$ cat src/rtl/rxw_pkg.sv
// Package: shared constants, state type and CRC step for the receive buffer writer.
// Assumes byte-serial CRC processing, least significant bit first.
package rxw_pkg;

    localparam logic [31:0] CRC_POLY  = 32'hEDB8_8320;
    localparam int          ST_ODD    = 12;
    localparam int          ST_LONG   = 11;
    localparam logic [7:0]  TAIL_ODD  = 8'h20;

    typedef enum logic [2:0] {
        W_IDLE,
        W_HDR,
        W_PAY,
        W_CRC,
        W_TAIL,
        W_DONE
    } wstate_t;

    // Advance a reflected CRC-32 register by one byte.
    function automatic logic [31:0] crc_step(input logic [31:0] c, input logic [7:0] d);
        logic [31:0] r;
        r = c ^ {24'b0, d};
        for (int i = 0; i < 8; i++) begin
            r = r[0] ? ((r >> 1) ^ CRC_POLY) : (r >> 1);
        end
        return r;
    endfunction

endpackage

$ cat src/rtl/rxw_plan.sv
// Module: frame admission and layout planner.
// Purely combinational; derives padded length, stored count, status word and
// the accept decision from the start-cycle length and control word.
module rxw_plan #(
    parameter int LEN_W      = 12,
    parameter int PAGE_BYTES = 2048,
    parameter int MIN_FRAME  = 64,
    parameter int MAX_FRAME  = 1518,
    parameter int EN_BIT     = 8,
    parameter int STRIP_BIT  = 9,
    parameter int SRST_BIT   = 15,
    localparam int CNT_W     = LEN_W + 1
) (
    input  logic [15:0]      ctrl,
    input  logic [LEN_W-1:0] len,
    input  logic             pg_avail,
    output logic             accept,
    output logic             keep_crc,
    output logic [LEN_W-1:0] pad_len,
    output logic [LEN_W-1:0] even_len,
    output logic             odd,
    output logic [CNT_W-1:0] count,
    output logic [15:0]      status
);
    import rxw_pkg::*;

    logic fits;
    logic too_long;
    logic ctrl_unused;

    assign ctrl_unused = ^ctrl;

    // Pad short frames and derive the even-rounded length.
    always_comb begin
        pad_len  = (len < LEN_W'(MIN_FRAME)) ? LEN_W'(MIN_FRAME) : len;
        even_len = {pad_len[LEN_W-1:1], 1'b0};
        odd      = pad_len[0];
        too_long = pad_len > LEN_W'(MAX_FRAME);
    end

    // Stored byte count and page-size fit.
    always_comb begin
        keep_crc = !ctrl[STRIP_BIT];
        count    = {1'b0, even_len} + CNT_W'(6) + (keep_crc ? CNT_W'(4) : CNT_W'(0));
        fits     = count <= CNT_W'(PAGE_BYTES);
    end

    // Admission decision.
    always_comb begin
        accept = ctrl[EN_BIT] && !ctrl[SRST_BIT] && pg_avail && fits;
    end

    // Status word assembly.
    always_comb begin
        status          = '0;
        status[ST_ODD]  = odd;
        status[ST_LONG] = too_long;
    end

endmodule

$ cat src/rtl/rxw_crc.sv
// Module: byte-serial CRC-32 accumulator.
// Cleared at frame acceptance, advanced once per padded byte; the output is
// the complemented register, ready to store.
module rxw_crc (
    input  logic        clk,
    input  logic        rst_n,
    input  logic        clear,
    input  logic        en,
    input  logic [7:0]  data,
    output logic [31:0] value
);
    import rxw_pkg::*;

    logic [31:0] acc;

    // Accumulate one byte per enabled cycle, reload all ones on clear.
    always_ff @(posedge clk) begin
        if (!rst_n) begin
            acc <= '1;
        end else if (clear) begin
            acc <= '1;
        end else if (en) begin
            acc <= crc_step(acc, data);
        end
    end

    assign value = ~acc;

endmodule

$ cat src/rtl/rxw_seq.sv
// Module: write sequencer.
// Latches the frame plan on acceptance and walks header, payload, CRC and
// closing word, one byte per cycle, then issues the queue push.
// Assumes the source presents bytes only while in_ready is high.
module rxw_seq #(
    parameter int LEN_W  = 12,
    parameter int PAGE_W = 2,
    parameter int ADDR_W = 11,
    localparam int CNT_W = LEN_W + 1
) (
    input  logic              clk,
    input  logic              rst_n,
    input  logic              go,
    input  logic [PAGE_W-1:0] pg_num,
    input  logic [LEN_W-1:0]  len,
    input  logic [LEN_W-1:0]  pad_len,
    input  logic [LEN_W-1:0]  even_len,
    input  logic              odd,
    input  logic              keep_crc,
    input  logic [CNT_W-1:0]  count,
    input  logic [15:0]       status,
    input  logic              in_valid,
    input  logic [7:0]        in_data,
    input  logic [31:0]       crc_val,
    output logic              in_ready,
    output logic              mem_we,
    output logic [PAGE_W-1:0] mem_page,
    output logic [ADDR_W-1:0] mem_addr,
    output logic [7:0]        mem_wdata,
    output logic              crc_en,
    output logic [7:0]        crc_byte,
    output logic              push,
    output logic              busy
);
    import rxw_pkg::*;

    wstate_t           state;
    logic [1:0]        sub;
    logic [LEN_W-1:0]  idx;
    logic [ADDR_W-1:0] addr_q;
    logic [PAGE_W-1:0] page_q;
    logic [LEN_W-1:0]  len_q;
    logic [LEN_W-1:0]  pad_q;
    logic [LEN_W-1:0]  even_q;
    logic              odd_q;
    logic              keep_q;
    logic [15:0]       cnt_q;
    logic [15:0]       status_q;
    logic [7:0]        odd_byte;

    logic       from_src;
    logic       step;
    logic       wr_pay;
    logic       last_pay;
    logic [7:0] pay_byte;

    // Payload cycle decode.
    always_comb begin
        from_src = idx < len_q;
        pay_byte = from_src ? in_data : 8'h00;
        step     = !from_src || in_valid;
        wr_pay   = idx < even_q;
        last_pay = idx == (pad_q - LEN_W'(1));
    end

    // State, counters and latched frame plan.
    always_ff @(posedge clk) begin
        if (!rst_n) begin
            state    <= W_IDLE;
            sub      <= '0;
            idx      <= '0;
            addr_q   <= '0;
            page_q   <= '0;
            len_q    <= '0;
            pad_q    <= '0;
            even_q   <= '0;
            odd_q    <= 1'b0;
            keep_q   <= 1'b0;
            cnt_q    <= '0;
            status_q <= '0;
            odd_byte <= '0;
        end else begin
            case (state)
                W_IDLE: begin
                    if (go) begin
                        state    <= W_HDR;
                        sub      <= '0;
                        idx      <= '0;
                        addr_q   <= '0;
                        page_q   <= pg_num;
                        len_q    <= len;
                        pad_q    <= pad_len;
                        even_q   <= even_len;
                        odd_q    <= odd;
                        keep_q   <= keep_crc;
                        cnt_q    <= 16'(count);
                        status_q <= status;
                    end
                end
                W_HDR: begin
                    addr_q <= addr_q + ADDR_W'(1);
                    sub    <= sub + 2'd1;
                    if (sub == 2'd3) begin
                        state <= W_PAY;
                    end
                end
                W_PAY: begin
                    if (step) begin
                        idx <= idx + LEN_W'(1);
                        if (wr_pay) begin
                            addr_q <= addr_q + ADDR_W'(1);
                        end else begin
                            odd_byte <= pay_byte;
                        end
                        if (last_pay) begin
                            state <= keep_q ? W_CRC : W_TAIL;
                            sub   <= '0;
                        end
                    end
                end
                W_CRC: begin
                    addr_q <= addr_q + ADDR_W'(1);
                    sub    <= sub + 2'd1;
                    if (sub == 2'd3) begin
                        state <= W_TAIL;
                        sub   <= '0;
                    end
                end
                W_TAIL: begin
                    addr_q <= addr_q + ADDR_W'(1);
                    sub    <= sub + 2'd1;
                    if (sub == 2'd1) begin
                        state <= W_DONE;
                    end
                end
                W_DONE: begin
                    state <= W_IDLE;
                end
                default: begin
                    state <= W_IDLE;
                end
            endcase
        end
    end

    // Per-state write port, stream handshake and CRC feed.
    always_comb begin
        mem_we    = 1'b0;
        mem_wdata = 8'h00;
        in_ready  = 1'b0;
        crc_en    = 1'b0;
        crc_byte  = pay_byte;
        push      = 1'b0;
        case (state)
            W_HDR: begin
                mem_we = 1'b1;
                case (sub)
                    2'd0:    mem_wdata = status_q[7:0];
                    2'd1:    mem_wdata = status_q[15:8];
                    2'd2:    mem_wdata = cnt_q[7:0];
                    default: mem_wdata = cnt_q[15:8];
                endcase
            end
            W_PAY: begin
                in_ready  = from_src;
                crc_en    = step;
                mem_we    = step && wr_pay;
                mem_wdata = pay_byte;
            end
            W_CRC: begin
                mem_we = 1'b1;
                case (sub)
                    2'd0:    mem_wdata = crc_val[7:0];
                    2'd1:    mem_wdata = crc_val[15:8];
                    2'd2:    mem_wdata = crc_val[23:16];
                    default: mem_wdata = crc_val[31:24];
                endcase
            end
            W_TAIL: begin
                mem_we = 1'b1;
                if (sub == 2'd0) begin
                    mem_wdata = odd_q ? odd_byte : 8'h00;
                end else begin
                    mem_wdata = odd_q ? TAIL_ODD : 8'h00;
                end
            end
            W_DONE: begin
                push = 1'b1;
            end
            default: begin
            end
        endcase
    end

    assign mem_addr = addr_q;
    assign mem_page = page_q;
    assign busy     = state != W_IDLE;

endmodule

$ cat src/rtl/rxbuf_writer.sv
// Module: receive frame buffer writer (top).
// Admits a frame on rx_start, claims the granted page, writes the stored
// image byte by byte and pushes the page to the receive queue.
// Assumes pg_avail/pg_num are valid in the start cycle and that no payload
// bytes are offered for a refused frame.
module rxbuf_writer #(
    parameter int  LEN_W      = 12,
    parameter int  PAGE_W     = 2,
    parameter int  PAGE_BYTES = 2048,
    parameter int  MIN_FRAME  = 64,
    parameter int  MAX_FRAME  = 1518,
    parameter int  EN_BIT     = 8,
    parameter int  STRIP_BIT  = 9,
    parameter int  SRST_BIT   = 15,
    localparam int ADDR_W     = $clog2(PAGE_BYTES),
    localparam int CNT_W      = LEN_W + 1
) (
    input  logic              clk,
    input  logic              rst_n,
    input  logic [15:0]       rx_ctrl,
    input  logic              rx_start,
    input  logic [LEN_W-1:0]  rx_len,
    input  logic              in_valid,
    input  logic [7:0]        in_data,
    output logic              in_ready,
    input  logic              pg_avail,
    input  logic [PAGE_W-1:0] pg_num,
    output logic              pg_take,
    output logic              mem_we,
    output logic [PAGE_W-1:0] mem_page,
    output logic [ADDR_W-1:0] mem_addr,
    output logic [7:0]        mem_wdata,
    output logic              rxq_push,
    output logic [PAGE_W-1:0] rxq_page,
    output logic              rx_int_set,
    output logic              busy
);

    logic             accept;
    logic             keep_crc;
    logic [LEN_W-1:0] pad_len;
    logic [LEN_W-1:0] even_len;
    logic             odd;
    logic [CNT_W-1:0] count;
    logic [15:0]      status;
    logic             go;
    logic             crc_en;
    logic [7:0]       crc_byte;
    logic [31:0]      crc_val;
    logic             push;

    rxw_plan #(
        .LEN_W     (LEN_W),
        .PAGE_BYTES(PAGE_BYTES),
        .MIN_FRAME (MIN_FRAME),
        .MAX_FRAME (MAX_FRAME),
        .EN_BIT    (EN_BIT),
        .STRIP_BIT (STRIP_BIT),
        .SRST_BIT  (SRST_BIT)
    ) u_plan (
        .ctrl    (rx_ctrl),
        .len     (rx_len),
        .pg_avail(pg_avail),
        .accept  (accept),
        .keep_crc(keep_crc),
        .pad_len (pad_len),
        .even_len(even_len),
        .odd     (odd),
        .count   (count),
        .status  (status)
    );

    // A start is taken only while idle and admitted.
    assign go      = rx_start && !busy && accept;
    assign pg_take = go;

    rxw_crc u_crc (
        .clk  (clk),
        .rst_n(rst_n),
        .clear(go),
        .en   (crc_en),
        .data (crc_byte),
        .value(crc_val)
    );

    rxw_seq #(
        .LEN_W (LEN_W),
        .PAGE_W(PAGE_W),
        .ADDR_W(ADDR_W)
    ) u_seq (
        .clk      (clk),
        .rst_n    (rst_n),
        .go       (go),
        .pg_num   (pg_num),
        .len      (rx_len),
        .pad_len  (pad_len),
        .even_len (even_len),
        .odd      (odd),
        .keep_crc (keep_crc),
        .count    (count),
        .status   (status),
        .in_valid (in_valid),
        .in_data  (in_data),
        .crc_val  (crc_val),
        .in_ready (in_ready),
        .mem_we   (mem_we),
        .mem_page (mem_page),
        .mem_addr (mem_addr),
        .mem_wdata(mem_wdata),
        .crc_en   (crc_en),
        .crc_byte (crc_byte),
        .push     (push),
        .busy     (busy)
    );

    assign rxq_push   = push;
    assign rx_int_set = push;
    assign rxq_page   = mem_page;

endmodule

$ cat config.mk
export PLATFORM = sky130hd
export DESIGN_NAME = rxbuf_writer
export DESIGN_NICKNAME = d
export VERILOG_FILES = /design/src/rtl/rxw_pkg.sv /design/src/rtl/rxw_plan.sv /design/src/rtl/rxw_crc.sv /design/src/rtl/rxw_seq.sv /design/src/rtl/rxbuf_writer.sv
export SDC_FILE = /design/constraint.sdc
export NUM_CORES = 1
export LEC_CHECK = 0
export ABC_AREA = 1
export BUFFER_PORTS_ARGS = -buffer_cell sky130_fd_sc_hd__clkbuf_2
export CAP_MARGIN = 20
export CORE_ASPECT_RATIO = 0.9
export CORE_UTILIZATION = 40
export CTS_CLUSTER_SIZE = 40
export DETAILED_ROUTE_END_ITERATION = 16
export GPL_ROUTABILITY_DRIVEN = 0
export HOLD_SLACK_MARGIN = 0.12
export SLEW_MARGIN = 10
export SYNTH_ARGS = -nofsm -noshare
export SYNTH_HDL_FRONTEND = slang
export SYNTH_SLANG_ARGS = --single-unit
$ cat constraint.sdc
create_clock -name clk -period 5.15 [get_ports clk]
set_clock_uncertainty 0.1 [all_clocks]
set_input_delay 0.515 -clock clk [delete_from_list [all_inputs] [get_ports clk]]
set_output_delay 0.515 -clock clk [all_outputs]
set_load 0.05 [all_outputs]
==> results of run 1 <==
-- tightest hold or removal path, delay by kind of cell --
family,cells,cell delay (ns)
AO/OA/AOI/OAI,1,0.05
buffers and inverters,1,0.08
AND/OR/NAND/NOR,1,0.05
-- worst paths after layout --
kind / from / endpoint / slack (ns) / cells after the start
setup / recovery: u_seq.idx[7] / u_seq.odd_byte[3] / 1.03 / 14
hold / removal: pg_num[0] / u_seq.mem_page[0] / 0.28 / 3
setup reg to reg: u_seq.idx[7] / u_seq.odd_byte[3] / 1.03 / 14
hold reg to reg: u_seq.cnt_q[12] / u_seq.cnt_q[12] / 0.34 / 2
-- layer usage --
layer	part of all wire, %	routed length (um)
met5	0	0
met2	42	9640
met3	5.3	1210
met1	51	11600
met4	1.3	306
-- flip-flops by register name, indices dropped and copies added, names as in the netlist, 3 cells and up --
signal and cells:
u_seq.cnt_q 12, u_seq.pad_q 12, u_crc.acc 32, u_seq.state 3, u_seq.mem_addr 11, u_seq.len_q 12
u_seq.idx 12, u_seq.odd_byte 8
-- through the flow --
step                hold slack [ns]  instance area [um^2]  instances  total power [mW]
global route                  0.281                  8260       1443              4.19
detailed placement            0.326                  7920       1427              3.06
global placement              0.317                  7920       1427              3.05
CTS                           0.268                  8260       1443              3.87
floorplan                     0.310                  7520       1161              2.61
finish                        0.278                  8260       1443              3.88
-- power breakdown --
group | total, mW | switching (mW) | leakage [nW] | internal (mW)
Combinational | 1.98 | 1.41 | 2.72 | 0.576
Sequential | 1.10 | 0.126 | 0.877 | 0.971
Clock | 0.800 | 0.363 | 0.160 | 0.437
-- cells by family after synthesis --
kind of cell    Yosys count  share of synthesized area (%)
simple gates            578                           33.7
compound gates          223                           16.7
flops                   108                           28.7
fa+ha+maj                32                           5.42
buf+inv                 174                           9.86
xor+xnor                 46                           5.54
-- cell usage after synthesis, types with 12 or more instances --
master,n,area [um^2]
clkbuf_1,18,67.6
a21oi_1,96,480
nand3_1,86,430
nand2_1,320,1200
ha_1,31,388
nand4_1,34,213
o21ai_0,69,345
o211ai_1,12,90.1
dfxtp_1,108,2160
inv_1,120,450
xor2_1,36,315
nor2_1,92,345
-- final cells by class --
class	instances	area, um^2
multi-input cells	879	4620
fillers	1948	10200
flip-flops and latches	108	2160
inverters	129	484
clock inverters	7	108
repair buffers	66	350
clock buffers	9	225
well taps	245	307
==> results.yml, run 1 <==
run_status:
  status: "completed"
yosys:
  syn_nets: 1236
  synth-seq-area-share_pct: 28.7
  synth_area_um2: 7520
  ys_warn_count: 0
  syn_avg_cell_area_um2: 6.48
  synthCells: 1161
  ys.flop_type: "dfxtp_1"
  synth.distinct_cells: 55
  synth_seq_cells: 108
  synth-edff-count: 0
  async_flop_share_pct: 0
placement:
  place_ws_ns: 0.949
  dp_hpwl_um: 17000
  place.port_buffers: 58
setup_path:
  cpPeakStageDelay_ns: 0.60
  end_kind: "register"
  required_ns: 5.29
  crit_family: "simple AND/OR/NAND/NOR gates"
  cp_common_cell: "nand2_1"
  arrival_ns: 4.25
  critical_path.max_fanout: 36
  path_class: "reg -> reg"
  path_cells: "ha_1 > nand2_1 > inv_1 > nand2_1 > a21oi_1 > nor2_4 > nand2_1 > or2_1 > nand2_1 > inv_2 > nand2_1 > inv_1 > o21ai_0 > a21oi_1"
  cpMaxStageDelayCell: "nand2_1"
  crit_buf_inv: 3
  critPathLaunchType: "register"
global_route:
  grtUsageMet2_pct: 36.3
  grt_pass1_wl_um: 37000
  grt_util_all_layers_pct: 24.2
  use_met3_pct: 3.25
  grt_pass1_vias: 6809
  overflow: 0
  antenna_found_initial: 0
  busiest_layer: "met1"
  grt_max_degree: 40
  grt_util_met1_pct: 36.3
sta:
  max_freq_mhz: 243
  grt_setup_unrepaired: "no"
  post-route-period-util_pct: 79.9
  fin_ws_ns: 1.03
  worstMarginPinSlew_ns: 0.853
  fin_setup_tns_ns: 0
  relSlewSlack_pct: 42.9
  layout_min_cycle_time_ns: 4.12
  finalHoldViolCount: 0
  setup_viol_count_final: 0
  drv_slew: 0
clock_tree:
  clk_pin_slew_ns: 0.08
  clock_latency_ns: 0.37
  cts_setup_buffers: 0
  cts_htree_levels: 3
  ctsHoldBuffers: 0
  ctsResizeCount: 0
  clock_path_buffers: 2
  cts_buffers: 9
  root_buffer: "clkbuf_16"
  clock_sinks: 108
  cts_tree: "yes"
layout:
  nNetsFinal: 1268
  final_util_pct: 44.9
  diodes: 0
  area_growth_pct: 9.73
  mostFrequentLayoutCell: "nand2_1"
  mostFrequentLayoutCells: "320 x nand2_1, 120 x inv_1, 108 x dfxtp_1"
  drive_above_1_share_pct: 10.0
floorplanning:
  chipWidth_um: 147
  dieHeight_um: 132
  start_util_pct: 40.9
  row_count: 47
  die_area_um2: 19400
  core-area_um2: 18400
  io_pins: 72
flow_run:
  drv_cap: 0
routing:
  ant_nets: 0
  drt_iter0_drc: 639
  post-route-drc-count: 0
  vias: 7660
  vias_per_cell: 5.31
  wire_per_inst_um: 15.8
  drt_wl_total_um: 22800
  dr.pass1.iters: 5
power_and_ir_drop:
  powerDensity_nw_per_um2: 470
  power.leakage_nw: 3.76
  ir_worst_vdd_uv: 228
hold_path:
  holdCritPathClass: "in -> reg"
No activity file was read; power rests on OpenSTA's default activity.
==> run 2: changes to the inputs <==
==> constraint.sdc (replaced) <==
create_clock -name clk -period 3.5 [get_ports clk]
set_clock_uncertainty 0.1 [all_clocks]
set_input_delay 0.35 -clock clk [delete_from_list [all_inputs] [get_ports clk]]
set_output_delay 0.35 -clock clk [all_outputs]
set_load 0.05 [all_outputs]
==> run 2 against run 1 <==
  * Final area up 4.9%
  * Critical path depth up 5
  * Critical endpoint is now pg_take
  * Critical path type is now in -> out
  * Die area unchanged
  * Clock-buffer cell count unchanged
  * Sequential power up 47%
  * Highest routed layer unchanged
==> results.yml, run 2 (same netlist as run 1, synthesis figures left out) <==
sta:
  drv_slew: 0
  post-route-period-util_pct: 94.2
  worstMarginPinSlew_ns: 0.806
  layout_min_cycle_time_ns: 3.30
  fin_ws_ns: 0.203
  max_freq_mhz: 303
  finalHoldViolCount: 0
  relSlewSlack_pct: 46.2
  setup_viol_count_final: 0
routing:
  dr.pass1.iters: 5
  vias: 7866
  wire_per_inst_um: 15.8
  ant_nets: 0
  drt_iter0_drc: 633
  vias_per_cell: 5.28
  post-route-drc-count: 0
  drt_wl_total_um: 23500
clock_tree:
  cts_tree: "yes"
  clock_path_buffers: 2
  clock_sinks: 108
  cts_htree_levels: 3
  root_buffer: "clkbuf_16"
  clk_pin_slew_ns: 0.08
  clock_latency_ns: 0.36
  cts_buffers: 9
floorplanning:
  start_util_pct: 40.9
  row_count: 47
  core-area_um2: 18400
  die_area_um2: 19400
  io_pins: 72
  dieHeight_um: 132
  chipWidth_um: 147
layout:
  final_util_pct: 47.1
  drive_above_1_share_pct: 13.7
  top_register: "u_crc.acc"
  area_growth_pct: 15.1
  largest_reg_flops: 32
  diodes: 0
  mostFrequentLayoutCells: "319 x nand2_1, 119 x inv_1, 108 x dfxtp_1"
  mostFrequentLayoutCell: "nand2_1"
  nNetsFinal: 1315
  stdcell_count: 1490
setup_path:
  path_class: "in -> out"
  critical_path.max_fanout: 5
  critPathLaunchType: "input pin"
  arrival_ns: 2.85
  required_ns: 3.05
  end_kind: "output port"
hold_path:
  holdCritPathClass: "in -> reg"
run_status:
  status: "completed"
power_and_ir_drop:
  p_clk_share_pct: 19.1
  switching_share_pct: 49.2
  power.net_switching_mw: 2.85
  ir_worst_vdd_uv: 320
  internal-power_mw: 2.94
  powerDensity_nw_per_um2: 668
  pwr-share-seq_pct: 28.0
  power.leakage_nw: 3.99
  combPwrFrac_pct: 52.9
  power_mw: 5.79
flow_run:
  drv_cap: 0
global_route:
  grt_util_all_layers_pct: 24.8
  grt_pass1_wl_um: 37500
  grt_pass1_vias: 6946
  overflow: 0
  grt_max_degree: 39
  antenna_found_initial: 0
placement:
  place_inst: 1471
  dp_hpwl_um: 18000
  place.port_buffers: 58
  place_ws_ns: 0.0202
run 2: cell count changes in the layout (fill, tap and decap cells not counted), moves of 2 or more:
cell	delta
ha_1	-2
buf_4	+43
ha_4	+2
nor2_4	+2
clkinv_4	+2
nor2_1	-2
dlygate4sd3_1	+2
run 2: final cells by class:
class                   count  area [um^2]
clock buffers               9          225
clock inverters             7         83.8
fillers                  1929         9750
inverters                 129          487
multi-input cells         879         4660
flip-flops and latches    108         2160
well taps                 245          307
repair buffers            113          734
run 2: timing repair:
item | in CTS | in global routing
hold buffers | 2 | 0
endpoints found under the hold margin | 2 | 0
gates resized for setup | 0 | 16
setup buffers | 0 | 1
endpoints found under the setup margin | 0 | 1
run 2: through the flow:
stage | hold WS, ns | setup TNS [ns] | cell area (um^2)
floorplan | 0.310 | 0 | 7520
global placement | 0.317 | 0 | 8270
detailed placement | 0.322 | 0 | 8270
CTS | 0.145 | 0 | 8590
global route | 0.191 | -0.0289 | 8660
finish | 0.156 | 0 | 8660
run 2: routing by layer:
metal  vias up  share of wire (%)  global-route usage (%)
met5         -                  0                       0
met3        24                6.7                    4.84
met4         0                1.7                    6.25
met2       229                 42                    37.4
met1      3608                 49                    35.9
li1       4005                  -                       -
run 2: power groups by stage:
stage | Combinational, mW | Sequential, mW | Clock, mW
2_1_floorplan | 2.23 | 1.61 | 0
3_3_place_gp | 2.94 | 1.64 | 0
3_5_place_dp | 2.99 | 1.64 | 0
4_1_cts | 3.00 | 1.61 | 1.13
5_1_grt | 3.43 | 1.65 | 1.17
6_report | 3.06 | 1.62 | 1.11
run 2: critical path: stages:
cell	delay, ns
clkbuf_2	0.10
nor2_2	0.12
nand3_2	0.11
nand2_2	0.10
ha_4	0.20
inv_2	0.06
ha_4	0.13
fa_1	0.42
or2_2	0.30
nor2_2	0.08
nand3_1	0.06
nor2_1	0.10
nand2_1	0.05
nor2_1	0.11
nand2_1	0.07
nand2_2	0.11
nand3_4	0.13
inv_4	0.11
buf_8	0.14
run 2: worst paths after layout:
kind                                      start  cells past startpoint  slack, ns              end
worst max-delay path                 rx_len[10]                     19       0.20          pg_take
worst min-delay path                  rx_len[0]                      3       0.16   u_seq.len_q[0]
worst max register to register    u_seq.idx[11]                     16       0.38    u_crc.acc[26]
worst min register to register  u_seq.cnt_q[12]                      2       0.34  u_seq.cnt_q[12]
==> run 3: changes to the inputs <==
--- a/config.mk
+++ b/config.mk
@@ -9,11 +9,11 @@
 export BUFFER_PORTS_ARGS = -buffer_cell sky130_fd_sc_hd__clkbuf_2
 export CAP_MARGIN = 20
 export CORE_ASPECT_RATIO = 0.9
-export CORE_UTILIZATION = 40
+export CORE_UTILIZATION = 60
 export CTS_CLUSTER_SIZE = 40
 export DETAILED_ROUTE_END_ITERATION = 16
 export GPL_ROUTABILITY_DRIVEN = 0
-export HOLD_SLACK_MARGIN = 0.12
+export PLACE_DENSITY = 0.81
 export SLEW_MARGIN = 10
 export SYNTH_ARGS = -nofsm -noshare
 export SYNTH_HDL_FRONTEND = slang
==> constraint.sdc (replaced) <==
create_clock -name clk -period 3.9 [get_ports clk]
set_clock_uncertainty 0.1 [all_clocks]
set_input_delay 0.39 -clock clk [delete_from_list [all_inputs] [get_ports clk]]
set_output_delay 0.39 -clock clk [all_outputs]
set_load 0.05 [all_outputs]
==> run 3 against run 2 <==
  * First-iteration DRC count rose by 45%
  * Combinational power fell by 14%
  * Final area fell by 5.1%
  * Core utilization rose by 21 points
  * Global-route usage rose by 8.3 points
  * Total power fell by 13%
  * Critical path depth did not move
==> results.yml, run 3 (same netlist as run 1, synthesis figures left out) <==
clock_tree:
  clock_latency_ns: 0.36
  clock_sinks: 108
  clock_path_buffers: 2
  cts_tree: "yes"
  root_buffer: "clkbuf_16"
  ctsHoldBuffers: 0
  cts_htree_levels: 3
  cts_buffers: 9
  clk_pin_slew_ns: 0.07
placement:
  place_inst: 1352
  placed_area_um2: 7890
  dp_hpwl_um: 15300
  place.port_buffers: 58
flow_run:
  drv_cap: 0
sta:
  drv_slew: 0
  fin_setup_tns_ns: 0
  layout_min_cycle_time_ns: 3.66
  grt_setup_unrepaired: "no"
  finalHoldViolCount: 0
  setup_viol_count_final: 0
  worstMarginPinSlew_ns: 0.740
  post-route-period-util_pct: 93.8
  max_freq_mhz: 274
  relSlewSlack_pct: 50.6
global_route:
  overflow: 0
  grt_max_degree: 40
  grt_util_all_layers_pct: 33.1
  grt_pass1_wl_um: 34300
  grt_pass1_vias: 6904
  antenna_found_initial: 0
setup_path:
  cpMaxStageDelayCell: "fa_1"
  required_ns: 3.41
  path_class: "in -> out"
  arrival_ns: 3.17
  crit_buf_inv: 5
  path_cells: "clkbuf_2 > nor2_2 > nand3_2 > buf_4 > nand2_2 > inv_1 > ha_1 > fa_1 > or2_2 > nor2_1 > nand3_1 > nor2_1 > nand2_1 > nor2_1 > nand2_1 > nand2_2 > nand3_4 > inv_2 > clkbuf_4"
  critPathLaunchType: "input pin"
  worstRegToRegCells: 16
  cpPeakStageDelay_ns: 0.44
  crit_family: "simple AND/OR/NAND/NOR gates"
  end_kind: "output port"
  cp_common_cell: "nor2_1"
  cp.depth: 19
  critical_path.max_fanout: 12
routing:
  drt_iter0_drc: 920
  vias_per_cell: 5.83
  dr.pass1.iters: 6
  drt_wl_total_um: 21000
  vias: 7981
  ant_nets: 0
  post-route-drc-count: 0
  wire_per_inst_um: 15.3
layout:
  mostFrequentLayoutCell: "nand2_1"
  multi_input_area_um2: 4620
  area_growth_pct: 9.30
  largest_reg_flops: 32
  top_register: "u_crc.acc"
  drive_above_1_share_pct: 10.8
  diodes: 0
  postLayoutCellArea_um2: 8220
  nNetsFinal: 1279
  mostFrequentLayoutCells: "320 x nand2_1, 120 x inv_1, 108 x dfxtp_1"
  fill_cells: 1118
  seqCellArea_um2: 2160
  stdcell_count: 1369
  final_util_pct: 67.8
floorplanning:
  row_count: 38
  die_area_um2: 13000
  chipWidth_um: 120
  start_util_pct: 62.1
  core-area_um2: 12100
  dieHeight_um: 108
  io_pins: 72
power_and_ir_drop:
  power_mw: 5.04
  switching_share_pct: 48.9
  combPwrFrac_pct: 52.4
  power.net_switching_mw: 2.46
  pwr-share-seq_pct: 28.6
  powerDensity_nw_per_um2: 613
  ir_worst_vdd_uv: 292
  internal-power_mw: 2.58
  p_clk_share_pct: 19.0
  power.leakage_nw: 3.80
hold_path:
  holdCritPathClass: "in -> reg"
  min_delay_path_depth: 2
run_status:
  status: "completed"
run 3: cell count changes in the layout (fill, tap and decap cells not counted), sizes merged:
cell,previous run,this run
clkbuf,66,67
buf,54,19
inv,130,129
dlygate4sd3,2,0
clkinvlp,1,2
run 3: layout make-up:
type,instances,share of cell area (%)
multi-input combinational,879,56.2
sequential,108,26.3
inverter,129,5.89
timing repair buffer,77,5.54
clock buffer,9,2.74
tap,160,2.43
clock inverter,7,0.928
run 3: worst reg2reg max path: stages, from the launching register on:
cell     delay (ns)
dfxtp_1        0.54
ha_1           0.31
nand2_1        0.09
inv_1          0.05
nand2_1        0.05
a21oi_1        0.08
nor2_4         0.34
buf_4          0.25
nand3_1        0.25
nand2_1        0.13
nand2_1        0.12
nand2_1        0.08
nand2_1        0.19
nor2_1         0.35
inv_1          0.13
a21oi_1        0.16
o21ai_1        0.07
run 3: repair_timing:
item                       in CTS  in global routing
setup endpoints to repair       0                  1
setup buffers                   0                  0
gates resized for setup         0                  2
run 3: worst paths after layout:
check	from	to	slack [ns]
hold / removal	rx_ctrl[9]	u_seq.keep_q	0.15
setup / recovery	rx_len[8]	pg_take	0.24
setup reg to reg	u_seq.idx[6]	u_crc.acc[5]	0.48
hold reg to reg	u_seq.cnt_q[12]	u_seq.cnt_q[12]	0.34
run 3: routing by layer:
| layer | vias to the layer above | part of all wire (%) | track usage, % |
|---|---|---|---|
| li1 | 3933 | - | - |
| met1 | 3644 | 46 | 47.9 |
| met2 | 361 | 43 | 49.3 |
| met3 | 43 | 8.7 | 6.01 |
| met4 | 0 | 2.2 | 10.8 |
| met5 | - | 0 | 0 |
run 3: through the flow:
step,setup slack (ns),hold WS (ns)
after global placement,0.200,0.318
after detailed placement,0.131,0.324
after global routing,0.0333,0.152
after floorplan,0.387,0.310
after CTS,0.199,0.141
final,0.244,0.149
run 3: power groups by stage:
stage	Clock, mW	Combinational, mW	Sequential, mW
global route	1.01	2.95	1.47
CTS	0.965	2.57	1.44
finish	0.957	2.64	1.44
floorplan	0	2.00	1.45
detailed placement	0	2.56	1.46
global placement	0	2.51	1.46
